### src/rtl/bxs_pkg.sv
package bxs_pkg;
  localparam int unsigned BXS_DW   = 32;
  localparam int unsigned BXS_NREG = 16;
  localparam int unsigned BXS_IDXW = $clog2(BXS_NREG);
  localparam int unsigned BXS_CNTW = BXS_IDXW + 1;
  localparam int unsigned BXS_CTLW = 5 + BXS_IDXW + BXS_NREG;

  localparam logic [BXS_DW-1:0] BXS_STEP       = BXS_DW'(4);
  localparam logic [BXS_DW-1:0] BXS_EMPTY_SPAN = BXS_DW'(64);
  localparam logic [BXS_DW-1:0] BXS_PC_AHEAD   = BXS_DW'(12);

  typedef enum logic [1:0] {BXS_IDLE, BXS_RUN, BXS_FIN} bxs_state_e;

  typedef struct packed {
    logic                pre;
    logic                up;
    logic                sbit;
    logic                wb;
    logic                load;
    logic [BXS_IDXW-1:0] rn;
    logic [BXS_NREG-1:0] list;
  } bxs_op_t;

  function automatic logic [BXS_CNTW-1:0] bxs_popcount(input logic [BXS_NREG-1:0] l);
    logic [BXS_CNTW-1:0] n;
    n = '0;
    for (int i = 0; i < BXS_NREG; i++) n = n + BXS_CNTW'(l[i]);
    return n;
  endfunction

  function automatic logic [BXS_DW-1:0] bxs_span(input logic [BXS_CNTW-1:0] n);
    return {{(BXS_DW-BXS_CNTW){1'b0}}, n} << 2;
  endfunction

  function automatic logic [BXS_DW-1:0] bxs_first_addr(
      input logic [BXS_DW-1:0] base, input logic [BXS_CNTW-1:0] n,
      input logic up, input logic pre, input logic empty);
    logic [BXS_DW-1:0] low;
    low = base - bxs_span(n);
    if (empty) return base;
    if (up) return pre ? base + BXS_STEP : base;
    return pre ? low : low + BXS_STEP;
  endfunction

  function automatic logic [BXS_DW-1:0] bxs_wb_value(
      input logic [BXS_DW-1:0] base, input logic [BXS_CNTW-1:0] n,
      input logic up, input logic empty);
    if (empty) return base + BXS_EMPTY_SPAN;
    return up ? base + bxs_span(n) : base - bxs_span(n);
  endfunction
endpackage

### src/rtl/bxs_decode.sv
module bxs_decode
  import bxs_pkg::*;
#(
  parameter int unsigned DW   = BXS_DW,
  parameter int unsigned NREG = BXS_NREG,
  parameter int unsigned IW   = BXS_IDXW,
  parameter int unsigned CW   = BXS_CNTW,
  parameter int unsigned CTLW = BXS_CTLW
) (
  input  logic [CTLW-1:0] ctl,
  input  logic [DW-1:0]   base,
  input  logic            unpriv,
  output logic            is_load,
  output logic [IW-1:0]   rn,
  output logic [NREG-1:0] list,
  output logic [CW-1:0]   count,
  output logic            empty,
  output logic [DW-1:0]   first_addr,
  output logic [DW-1:0]   wb_value,
  output logic            wb_allowed,
  output logic            bank_sel,
  output logic            restore,
  output logic            illegal
);
  bxs_op_t op;

  always_comb begin
    op         = bxs_op_t'(ctl);
    is_load    = op.load;
    rn         = op.rn;
    list       = op.list;
    count      = bxs_popcount(op.list);
    empty      = (op.list == '0);
    first_addr = bxs_first_addr(base, count, op.up, op.pre, empty);
    wb_value   = bxs_wb_value(base, count, op.up, empty);
    wb_allowed = op.wb & ~(op.load & op.list[op.rn]);
    restore    = op.sbit & op.load & op.list[NREG-1];
    bank_sel   = op.sbit & ~restore;
    illegal    = op.sbit & unpriv;
  end
endmodule

### src/rtl/bxs_pick.sv
module bxs_pick #(
  parameter int unsigned N  = 16,
  parameter int unsigned IW = $clog2(N)
) (
  input  logic [N-1:0]  mask,
  output logic [IW-1:0] idx
);
  logic [N:0]   seen;
  logic [N-1:0] grant;

  assign seen[0] = 1'b0;
  for (genvar g = 0; g < N; g++) begin : g_chain
    assign grant[g]  = mask[g] & ~seen[g];
    assign seen[g+1] = seen[g] | mask[g];
  end

  always_comb begin
    idx = '0;
    for (int i = 0; i < N; i++) begin
      if (grant[i]) idx = IW'(i);
    end
  end
endmodule

### src/rtl/bxs_wdata.sv
module bxs_wdata
  import bxs_pkg::*;
#(
  parameter int unsigned DW   = BXS_DW,
  parameter int unsigned NREG = BXS_NREG,
  parameter int unsigned IW   = BXS_IDXW
) (
  input  logic [IW-1:0] cur_idx,
  input  logic [IW-1:0] rn,
  input  logic          first,
  input  logic          empty,
  input  logic [DW-1:0] rf_data,
  input  logic [DW-1:0] orig_base,
  input  logic [DW-1:0] wb_value,
  input  logic [DW-1:0] insn_addr,
  output logic [DW-1:0] wdata
);
  localparam logic [IW-1:0] PC_IDX = IW'(NREG - 1);

  always_comb begin
    if (empty)                wdata = insn_addr + BXS_PC_AHEAD;
    else if (cur_idx == rn)   wdata = first ? orig_base : wb_value;
    else if (cur_idx == PC_IDX) wdata = insn_addr + BXS_PC_AHEAD;
    else                      wdata = rf_data;
  end
endmodule

### src/rtl/blkxfer_seq.sv
module blkxfer_seq
  import bxs_pkg::*;
#(
  parameter int unsigned DW   = BXS_DW,
  parameter int unsigned NREG = BXS_NREG,
  parameter int unsigned IW   = BXS_IDXW,
  parameter int unsigned CW   = BXS_CNTW,
  parameter int unsigned CTLW = BXS_CTLW
) (
  input  logic            clk,
  input  logic            rst_n,
  input  logic            start,
  input  logic [CTLW-1:0] xfer_ctl,
  input  logic [DW-1:0]   base_in,
  input  logic [DW-1:0]   insn_addr,
  input  logic            mode_unpriv,
  output logic            mem_req_valid,
  input  logic            mem_req_ready,
  output logic [DW-1:0]   mem_addr,
  output logic            mem_we,
  output logic [DW-1:0]   mem_wdata,
  output logic            mem_seq,
  input  logic [DW-1:0]   mem_rdata,
  output logic [IW-1:0]   rf_rd_idx,
  input  logic [DW-1:0]   rf_rd_data,
  output logic            rf_wr_en,
  output logic [IW-1:0]   rf_wr_idx,
  output logic [DW-1:0]   rf_wr_data,
  output logic            user_bank,
  output logic            done,
  output logic            err,
  output logic            flush,
  output logic            psr_restore,
  output logic            wb_en,
  output logic [IW-1:0]   wb_idx,
  output logic [DW-1:0]   wb_val
);
  localparam logic [IW-1:0] PC_IDX = IW'(NREG - 1);

  // decoded view of the incoming request
  logic            d_load, d_empty, d_wbok, d_bank, d_rest, d_illegal;
  logic [IW-1:0]   d_rn;
  logic [NREG-1:0] d_list;
  logic [CW-1:0]   d_count;
  logic [DW-1:0]   d_first, d_wbv;

  bxs_decode #(.DW(DW), .NREG(NREG), .IW(IW), .CW(CW), .CTLW(CTLW)) u_dec (
    .ctl(xfer_ctl), .base(base_in), .unpriv(mode_unpriv),
    .is_load(d_load), .rn(d_rn), .list(d_list), .count(d_count),
    .empty(d_empty), .first_addr(d_first), .wb_value(d_wbv),
    .wb_allowed(d_wbok), .bank_sel(d_bank), .restore(d_rest),
    .illegal(d_illegal)
  );

  // transfer state
  bxs_state_e      st_q;
  logic            load_q, empty_q, wbok_q, bank_q, rest_q, flush_q, err_q;
  logic [IW-1:0]   rn_q;
  logic [NREG-1:0] pend_q;
  logic [CW-1:0]   cnt_q, tot_q;
  logic [DW-1:0]   base_q, ia_q, addr_q, wbv_q;

  // named internal events
  logic          accept, hs, xfer_first, xfer_last;
  logic [IW-1:0] pick_idx, cur_idx;

  bxs_pick #(.N(NREG), .IW(IW)) u_pick (.mask(pend_q), .idx(pick_idx));

  assign accept     = (st_q == BXS_IDLE) && start;
  assign hs         = (st_q == BXS_RUN) && mem_req_ready;
  assign xfer_first = (cnt_q == '0);
  assign xfer_last  = hs && ((cnt_q + CW'(1)) == tot_q);
  assign cur_idx    = empty_q ? PC_IDX : pick_idx;

  bxs_wdata #(.DW(DW), .NREG(NREG), .IW(IW)) u_wd (
    .cur_idx(cur_idx), .rn(rn_q), .first(xfer_first), .empty(empty_q),
    .rf_data(rf_rd_data), .orig_base(base_q), .wb_value(wbv_q),
    .insn_addr(ia_q), .wdata(mem_wdata)
  );

  assign mem_req_valid = (st_q == BXS_RUN);
  assign mem_addr      = addr_q;
  assign mem_we        = mem_req_valid & ~load_q;
  assign mem_seq       = ~xfer_first;
  assign rf_rd_idx     = cur_idx;
  assign rf_wr_en      = hs & load_q;
  assign rf_wr_idx     = cur_idx;
  assign rf_wr_data    = empty_q ? (mem_rdata & ~DW'(3)) : mem_rdata;
  assign user_bank     = mem_req_valid & bank_q;
  assign done          = (st_q == BXS_FIN);
  assign err           = done & err_q;
  assign flush         = done & flush_q;
  assign psr_restore   = done & rest_q;
  assign wb_en         = done & wbok_q;
  assign wb_idx        = rn_q;
  assign wb_val        = wbv_q;

  always_ff @(posedge clk or negedge rst_n) begin
    if (!rst_n) begin
      st_q    <= BXS_IDLE;
      load_q  <= 1'b0;
      empty_q <= 1'b0;
      wbok_q  <= 1'b0;
      bank_q  <= 1'b0;
      rest_q  <= 1'b0;
      flush_q <= 1'b0;
      err_q   <= 1'b0;
      rn_q    <= '0;
      pend_q  <= '0;
      cnt_q   <= '0;
      tot_q   <= '0;
      base_q  <= '0;
      ia_q    <= '0;
      addr_q  <= '0;
      wbv_q   <= '0;
    end else begin
      case (st_q)
        BXS_IDLE: begin
          if (accept) begin
            load_q  <= d_load;
            empty_q <= d_empty;
            wbok_q  <= d_wbok & ~d_illegal;
            bank_q  <= d_bank;
            rest_q  <= d_rest & ~d_illegal;
            flush_q <= 1'b0;
            err_q   <= d_illegal;
            rn_q    <= d_rn;
            pend_q  <= d_list;
            cnt_q   <= '0;
            tot_q   <= d_empty ? CW'(1) : d_count;
            base_q  <= base_in;
            ia_q    <= insn_addr;
            addr_q  <= d_first;
            wbv_q   <= d_wbv;
            st_q    <= d_illegal ? BXS_FIN : BXS_RUN;
          end
        end
        BXS_RUN: begin
          if (hs) begin
            pend_q[cur_idx] <= 1'b0;
            addr_q          <= addr_q + BXS_STEP;
            cnt_q           <= cnt_q + CW'(1);
            if (load_q && (cur_idx == PC_IDX)) flush_q <= 1'b1;
            if (xfer_last) st_q <= BXS_FIN;
          end
        end
        default: st_q <= BXS_IDLE;
      endcase
    end
  end

  AST_REQ_HOLD: assert property (@(posedge clk) disable iff (!rst_n)
    mem_req_valid && !mem_req_ready |=> mem_req_valid && $stable(mem_addr) && $stable(mem_we) && $stable(mem_wdata));
  AST_ADDR_STEP: assert property (@(posedge clk) disable iff (!rst_n)
    hs && !xfer_last |=> mem_req_valid && (mem_addr == $past(mem_addr) + BXS_STEP));
  AST_FIN_AFTER_LAST: assert property (@(posedge clk) disable iff (!rst_n)
    xfer_last |=> done && !mem_req_valid);
  AST_SEQ_LATER: assert property (@(posedge clk) disable iff (!rst_n)
    hs && !xfer_last |=> mem_seq);
  AST_WB_WITH_DONE: assert property (@(posedge clk) disable iff (!rst_n)
    wb_en |-> done);
  AST_REFUSE_QUIET: assert property (@(posedge clk) disable iff (!rst_n)
    err |-> !wb_en && !flush && !psr_restore);
  AST_REFUSE_FAST: assert property (@(posedge clk) disable iff (!rst_n)
    accept && d_illegal |=> done && err && !mem_req_valid);
  AST_FIRST_REQ: assert property (@(posedge clk) disable iff (!rst_n)
    accept && !d_illegal |=> mem_req_valid && !mem_seq);
endmodule

### config.mk
export PLATFORM = sky130hd
export DESIGN_NAME = blkxfer_seq
export DESIGN_NICKNAME = d
export VERILOG_FILES = /design/src/rtl/bxs_pkg.sv /design/src/rtl/bxs_decode.sv /design/src/rtl/bxs_pick.sv /design/src/rtl/bxs_wdata.sv /design/src/rtl/blkxfer_seq.sv
export SDC_FILE = /design/constraint.sdc
export NUM_CORES = 1
export LEC_CHECK = 0
export ABC_AREA = 1
export BUFFER_PORTS_ARGS = -buffer_cell sky130_fd_sc_hd__buf_2
export CAP_MARGIN = 20
export CORE_ASPECT_RATIO = 2
export CORE_MARGIN = 2
export CORE_UTILIZATION = 40
export CTS_CLUSTER_SIZE = 10
export DETAILED_ROUTE_END_ITERATION = 8
export MAX_ROUTING_LAYER = met4
export PLACE_DENSITY_LB_ADDON = 0.3
export SYNTH_ARGS = -nofsm -noshare
export SYNTH_HDL_FRONTEND = slang
export SYNTH_SLANG_ARGS = --single-unit
export TNS_END_PERCENT = 20
### constraint.sdc
create_clock -name clk -period 2.5 [get_ports clk]
set_input_delay 0.125 -clock clk [delete_from_list [all_inputs] [get_ports clk]]
set_output_delay 0.125 -clock clk [all_outputs]
set_load 0.05 [all_outputs]
After elaboration in Yosys (flattened, before gate mapping):

Index checks and enable logic that the tools add are counted.

* $add $sub $neg: 23
* $lt $le $gt $ge: 3
* eq/ne operators: 9
* multiplexer cells: 56
* bitwise operators: 66
* reduce and logical (&&, ||, !) cells: 13

Operators with widths (number)
* $mux W32: 15
* $add A32 B3 Y32 const B: 3
* $add A5 B1 Y5: 14
* $pmux W32 S2: 1
* $mux W4: 15
* $add A32 B4 Y32 const B: 1
* $add A32 B7 Y32: 1
* $add A32 B7 Y32 const B: 1
* $mux W16: 2
* $pmux W16 S2: 1
* $sub A32 B7 Y32: 1
* $and A1 B1 Y1: 30
* $not A1 Y1: 20
* $and A16 B16 Y16: 1
* $logic_not A16 Y1: 1
* $not A16 Y16: 1
* $mux W5: 3
* $or A1 B1 Y1: 14
* $lt A4 B5 Y1 const B: 2
* $mux W2: 5
* $pmux W5 S2: 1
* $mux W1: 9
* $ne A2 B1 Y1 const B: 3
* $reduce_and A3 Y1: 2
* other kinds (19): 23

* register bits after elaboration: 167
* bits of input ports: 158
* output and inout port bits: 150
* word-level logic and storage cells: 186

Logic depth before layout (Yosys ltp):

* depth after elaboration: 26
* depth in mapped cells: 37
* gate-level depth less buffers: 36

By module:

Synthesis repeated with hierarchy kept, for this count alone.

* cells, all modules: 2758
* area, all modules: 16553.4 µm²

By module, submodules not included
* blkxfer_seq: times used 1, cells an instance 1093, area each 8296.7 µm², sequential area each 4179.0 µm²
* bxs_decode: times used 1, cells an instance 1131, area each 5751.8 µm², sequential area each 0.0 µm²
* bxs_wdata: times used 1, cells an instance 483, area each 2204.6 µm², sequential area each 0.0 µm²
* bxs_pick: times used 1, cells an instance 51, area each 300.3 µm², sequential area each 0.0 µm²

Worst setup path before layout:

No wires, ideal clock.

* path type: input to register
* from: in xfer_ctl[1]
* to: reg addr_q[31] (netlist: mem_addr[31])
* library setup time: 118 ps
* data arrival time: 5321 ps
* required time: 2382 ps
* path slack: -2939 ps
* stages on the path: 28
* path buffers: 0
* path through: inv_1 ha_1 inv_1 fa_1 fa_1 fa_1 fa_1 fa_1 fa_1 inv_1 fa_1 inv_1 nand3_1 nand2_2 nand2_2 nand2_2 xor2_2 nand2_2 nor2_4 nand3_2 nor2_2 nand2_1 nand3_1 nand3_1 nand2_1 nand2_1 nand2_1 nand2_1

* longest elaborated chain between the ends: 22
* elaborated cells between the ends (all ways): 24
* classes of those cells: add/sub (17); mux (6); reduce/logical (1)

RTL lines
* start: declaration: line blkxfer_seq.sv:13 `input logic [CTLW-1:0] xfer_ctl,`
* $add A1 B1 Y2: line bxs_pkg.sv:27 `for (int i = 0; i < BXS_NREG; i++) n = n + BXS_CNTW'(l[i]);`
* $add A5 B1 Y5 (14 in series): line bxs_pkg.sv:27
* $sub A32 B7 Y32: line bxs_pkg.sv:39 `low = base - bxs_span(n);`
* $add A32 B3 Y32: line bxs_pkg.sv:42 `return pre ? low : low + BXS_STEP;`
* $mux W32 (2 in series): line bxs_pkg.sv:42
* $mux W32 (*): line bxs_pkg.sv:41 `if (up) return pre ? base + BXS_STEP : base;`
* $mux W32 (*): line blkxfer_seq.sv:119 `if (accept) begin`
* $pmux W32 S2 (*): line blkxfer_seq.sv:117 `case (st_q)`
* end signal: assignment: line blkxfer_seq.sv:133 `addr_q <= d_first;`
* end signal: assignment: line blkxfer_seq.sv:141 `addr_q <= addr_q + BXS_STEP;`
* end: declaration: line blkxfer_seq.sv:61 `logic [DW-1:0] base_q, ia_q, addr_q, wbv_q;`

Mark *: on every way between the ends. The rest lies on a longest branch, timed or not. The select of a mux whose other input is x is not followed.
A chain may end at the register's enable or synchronous reset.

Final worst setup path:

* from: in xfer_ctl[0]
* to: reg addr_q[31] (netlist: mem_addr[31])

Same word-level chain as after synthesis.

==> summary.txt <==
Status
  – Status: complete, but fails checks
  – Violated checks: setup timing

Drt
  – Drt drc: 0
  – First-pass iteration count of the detailed router: 8
  – Iter 0 DRT Violations: 1424
  – Post-route ant nets: 0
  – Drt via density: 5.358
  – Vias: 18720
  – Final WL: 69790 um
  – DR WL/cell: 19.97 um

STA
  – Worst hold slack: 0.03550 ns
  – Final hold viol count: 0
  – Max Freq: 0.1881 GHz
  – TNS Setup: -178.67 ns
  – Final Max Tran Viols: 0
  – Slew headroom: 59.05%
  – Setup WS post-layout: -2.816 ns
  – Worst clock skew: 0.01998 ns
  – Min cycle time layout: 5.316 ns
  – Worst-margin pin slew: 0.6090 ns
  – RSZ-0062 raised after global routing: true
  – Setup Viol. Count Final: 98
  – Period utilisation layout: 212.6%

Worst setup path
  – CP arrival: 5.72 ns
  – Kind of critical path: primary input to flip-flop
  – Top delay family on crit path: adder cells
  – R2r worst-path depth: 15
  – CP max stage delay: 0.54 ns
  – Reg2reg setup slack: -0.04 ns
  – Worst path required time: 2.90 ns
  – Crit path top cell by count: nand2_1
  – Buf/Inv on CP: 5
  – Critical path depth in cells: 28
  – Cell type of the slowest stage on the worst timing path: fa_1
  – Crit. End Element: flip-flop
  – Startpoint types: primary input
  – Critical path peak fanout: 7

Logic synthesis
  – Top_reg_cell synth: dfrtp_1
  – Syn avg cell area: 6.417 um^2
  – Number of flops mapped to enable cells by yosys: 0
  – Ranking of synthesized cells by area: dfrtp_1, nand2_1, nand3_1
  – Synthesized instance count: 2416
  – Async set-or-reset flop fraction in the synthesized netlist: 100.0%
  – Register bit count reported by yosys: 165
  – Ys Warns: 0
  – Yosys top cell area share: 26.63%
  – Post-synthesis net count: 2611
  – Synth Cell Area: 15500 um^2
  – Register area share after synthesis: 26.63%
  – Synth area leader: dfrtp_1
  – Post-synthesis cell type count: 61

Clocking
  – Clock buffer depth: 2
  – CTS root buffer: clkbuf_16
  – CTS tree: done
  – H-Tree Depth: 4
  – Clk slew on worst S/H paths: 0.08 ns
  – Clk sinks: 165
  – CTS Buf Count: 17
  – Worst skew pair latency: 0.47 ns

Finish
  – Nets: 3156
  – Layout cell share with drive strength beyond 1: 31.67%
  – Final instance area: 22030 um^2
  – Most frequent cells in the layout: nand2_1, buf_4, inv_1
  – Non-Filler Instances: 3494
  – Filler Cell Count: 3774
  – Most common cell after layout, fill and taps aside: nand2_1
  – P&R area growth vs syn: 42.10%
  – Antenna cell count: 0

Place
  – Port Buf Inserts: 247
  – Placed Area: 19760 um^2
  – Gpl congestion: 1.004
  – Hpwl dp: 54340 um
  – Post-Place Cells: 3402

Flow run
  – Max_cap viols: 0

Floorplan
  – Core area: 38410 um^2
  – Full die area: 40450 um^2
  – Die height: 282.4 um
  – Initial Util: 40.36%
  – Die width: 143.2 um
  – # rows: 102
  – I/O pins: 308

GRT
  – Initial antenna violation count: 0
  – Remaining Overflow, GRT: 0
  – First-pass GRT wire length: 103600 um
  – Tot GR Track Use: 34.99%
  – Largest net degree at the start of global routing: 88
  – Vias in the first global route: 18050

Worst hold path
  – Worst hold path depth: 5
  – HP Class: primary input to flip-flop

Pwr
  – Max rail drop VDD: 0.7732 mV
  – Leakage: 0.01072 uW
  – Pwr dens: 1302 nW/um^2
==> registers in the layout (all words and copies together), names as in the netlist <==
name,flops
mem_addr,32
bank_q,1
pend_q,16
load_q,1
flush_q,1
wbok_q,1
wb_idx,4
err_q,1
st_q,2
empty_q,1
base_q,32
wb_val,30
cnt_q,5
tot_q,5
ia_q,32
rest_q,1
==> routing by layer <==
layer | GRT usage [%] | part of all wire (%)
met3 | 3.792 | 5.3
met4 | 25.26 | 8.6
met2 | 58.15 | 49
met5 | - | 0
met1 | 38.63 | 37
==> where the power goes <==
part | total, uW | leakage, uW | switching, uW | internal [uW]
sequential | 5010 | 0.00198 | 1070 | 3940
clock | 2810 | 0.000293 | 1370 | 1440
combinational | 20900 | 0.00844 | 13500 | 7350
total | 28700 | 0.0107 | 16000 | 12700
==> stage by stage <==
| stage | setup WS, ns | total power, uW | util, % |
|---|---|---|---|
| final | -2.816 | 28680 | 57.35 |
| after global routing | -3.030 | 30470 | 57.35 |
| after detailed placement | -3.455 | 23660 | 51.45 |
| after CTS | -2.807 | 27720 | 55.71 |
| after global placement | -3.438 | 23430 | 51.45 |
| after floorplan | -2.764 | 17320 | - |
==> cell usage after synthesis (27+ instances only) <==
| cell type | instances |
|---|---|
| nand4_1 | 36 |
| a21oi_1 | 109 |
| dfrtp_1 | 165 |
| nand2_1 | 589 |
| o21ai_0 | 201 |
| inv_1 | 278 |
| o211ai_1 | 27 |
| nor2_1 | 245 |
| nand3_1 | 224 |
| nor3_1 | 42 |
| xor2_1 | 56 |
| clkbuf_1 | 76 |
| buf_4 | 45 |
==> what timing repair did <==
item | CTS | global route
pin swaps | 54 | 80
setup buffers | 10 | 10
cloned | 0 | 0
hold buffers | 41 | 0
resized for setup | 162 | 145
endpoints found under the hold margin | 86 | 0
setup endpoints to repair | 106 | 111
==> kinds of logic after synthesis <==
logic type                 after synthesis  synth area share, %
and+or+nand+nor                       1218                34.69
AOI/OAI and AO/OA                      453                16.91
buffers and inverters                  452                12.75
DFF                                    165                26.63
xor gates and xnor gates                65                3.769
adders and majority gates               37                3.567
muxes                                   26                1.679
==> worst register-to-register path, cell delays in order, from the launching register on <==
cell and delay, ns:
dfrtp_1 0.41, nor2_4 0.14, nand3_2 0.11, nor2_4 0.16, nand4_4 0.11, nor2_4 0.12
nand4_2 0.13, nor2_4 0.16, buf_4 0.12, nand3_1 0.05, nand2_1 0.11, buf_12 0.17
inv_1 0.26, buf_4 0.26, nand3_1 0.07, a21oi_1 0.07
==> final timing paths <==
path / to / start
min in group asynchronous: ia_q[1] / rst_n
setup reg to reg: pend_q[15] / pend_q[2]
hold / removal: st_q[1] / mode_unpriv
setup / recovery: mem_addr[31] / xfer_ctl[0]
hold reg to reg: mem_addr[0] / mem_addr[0]
max in group asynchronous: ia_q[8] / rst_n
==> layout make-up <==
type                    count  area (um^2)  area share, %
multi-input cells        1799        10380          47.12
repair buffers            679         5114          23.21
flip-flops and latches    165         4129          18.74
inverters                 299         1156          5.248
well taps                 520        650.6          2.953
clock buffers              17        425.4          1.931
clock inverters            15        173.9         0.7895
Power figures use the tool's default switching activity.
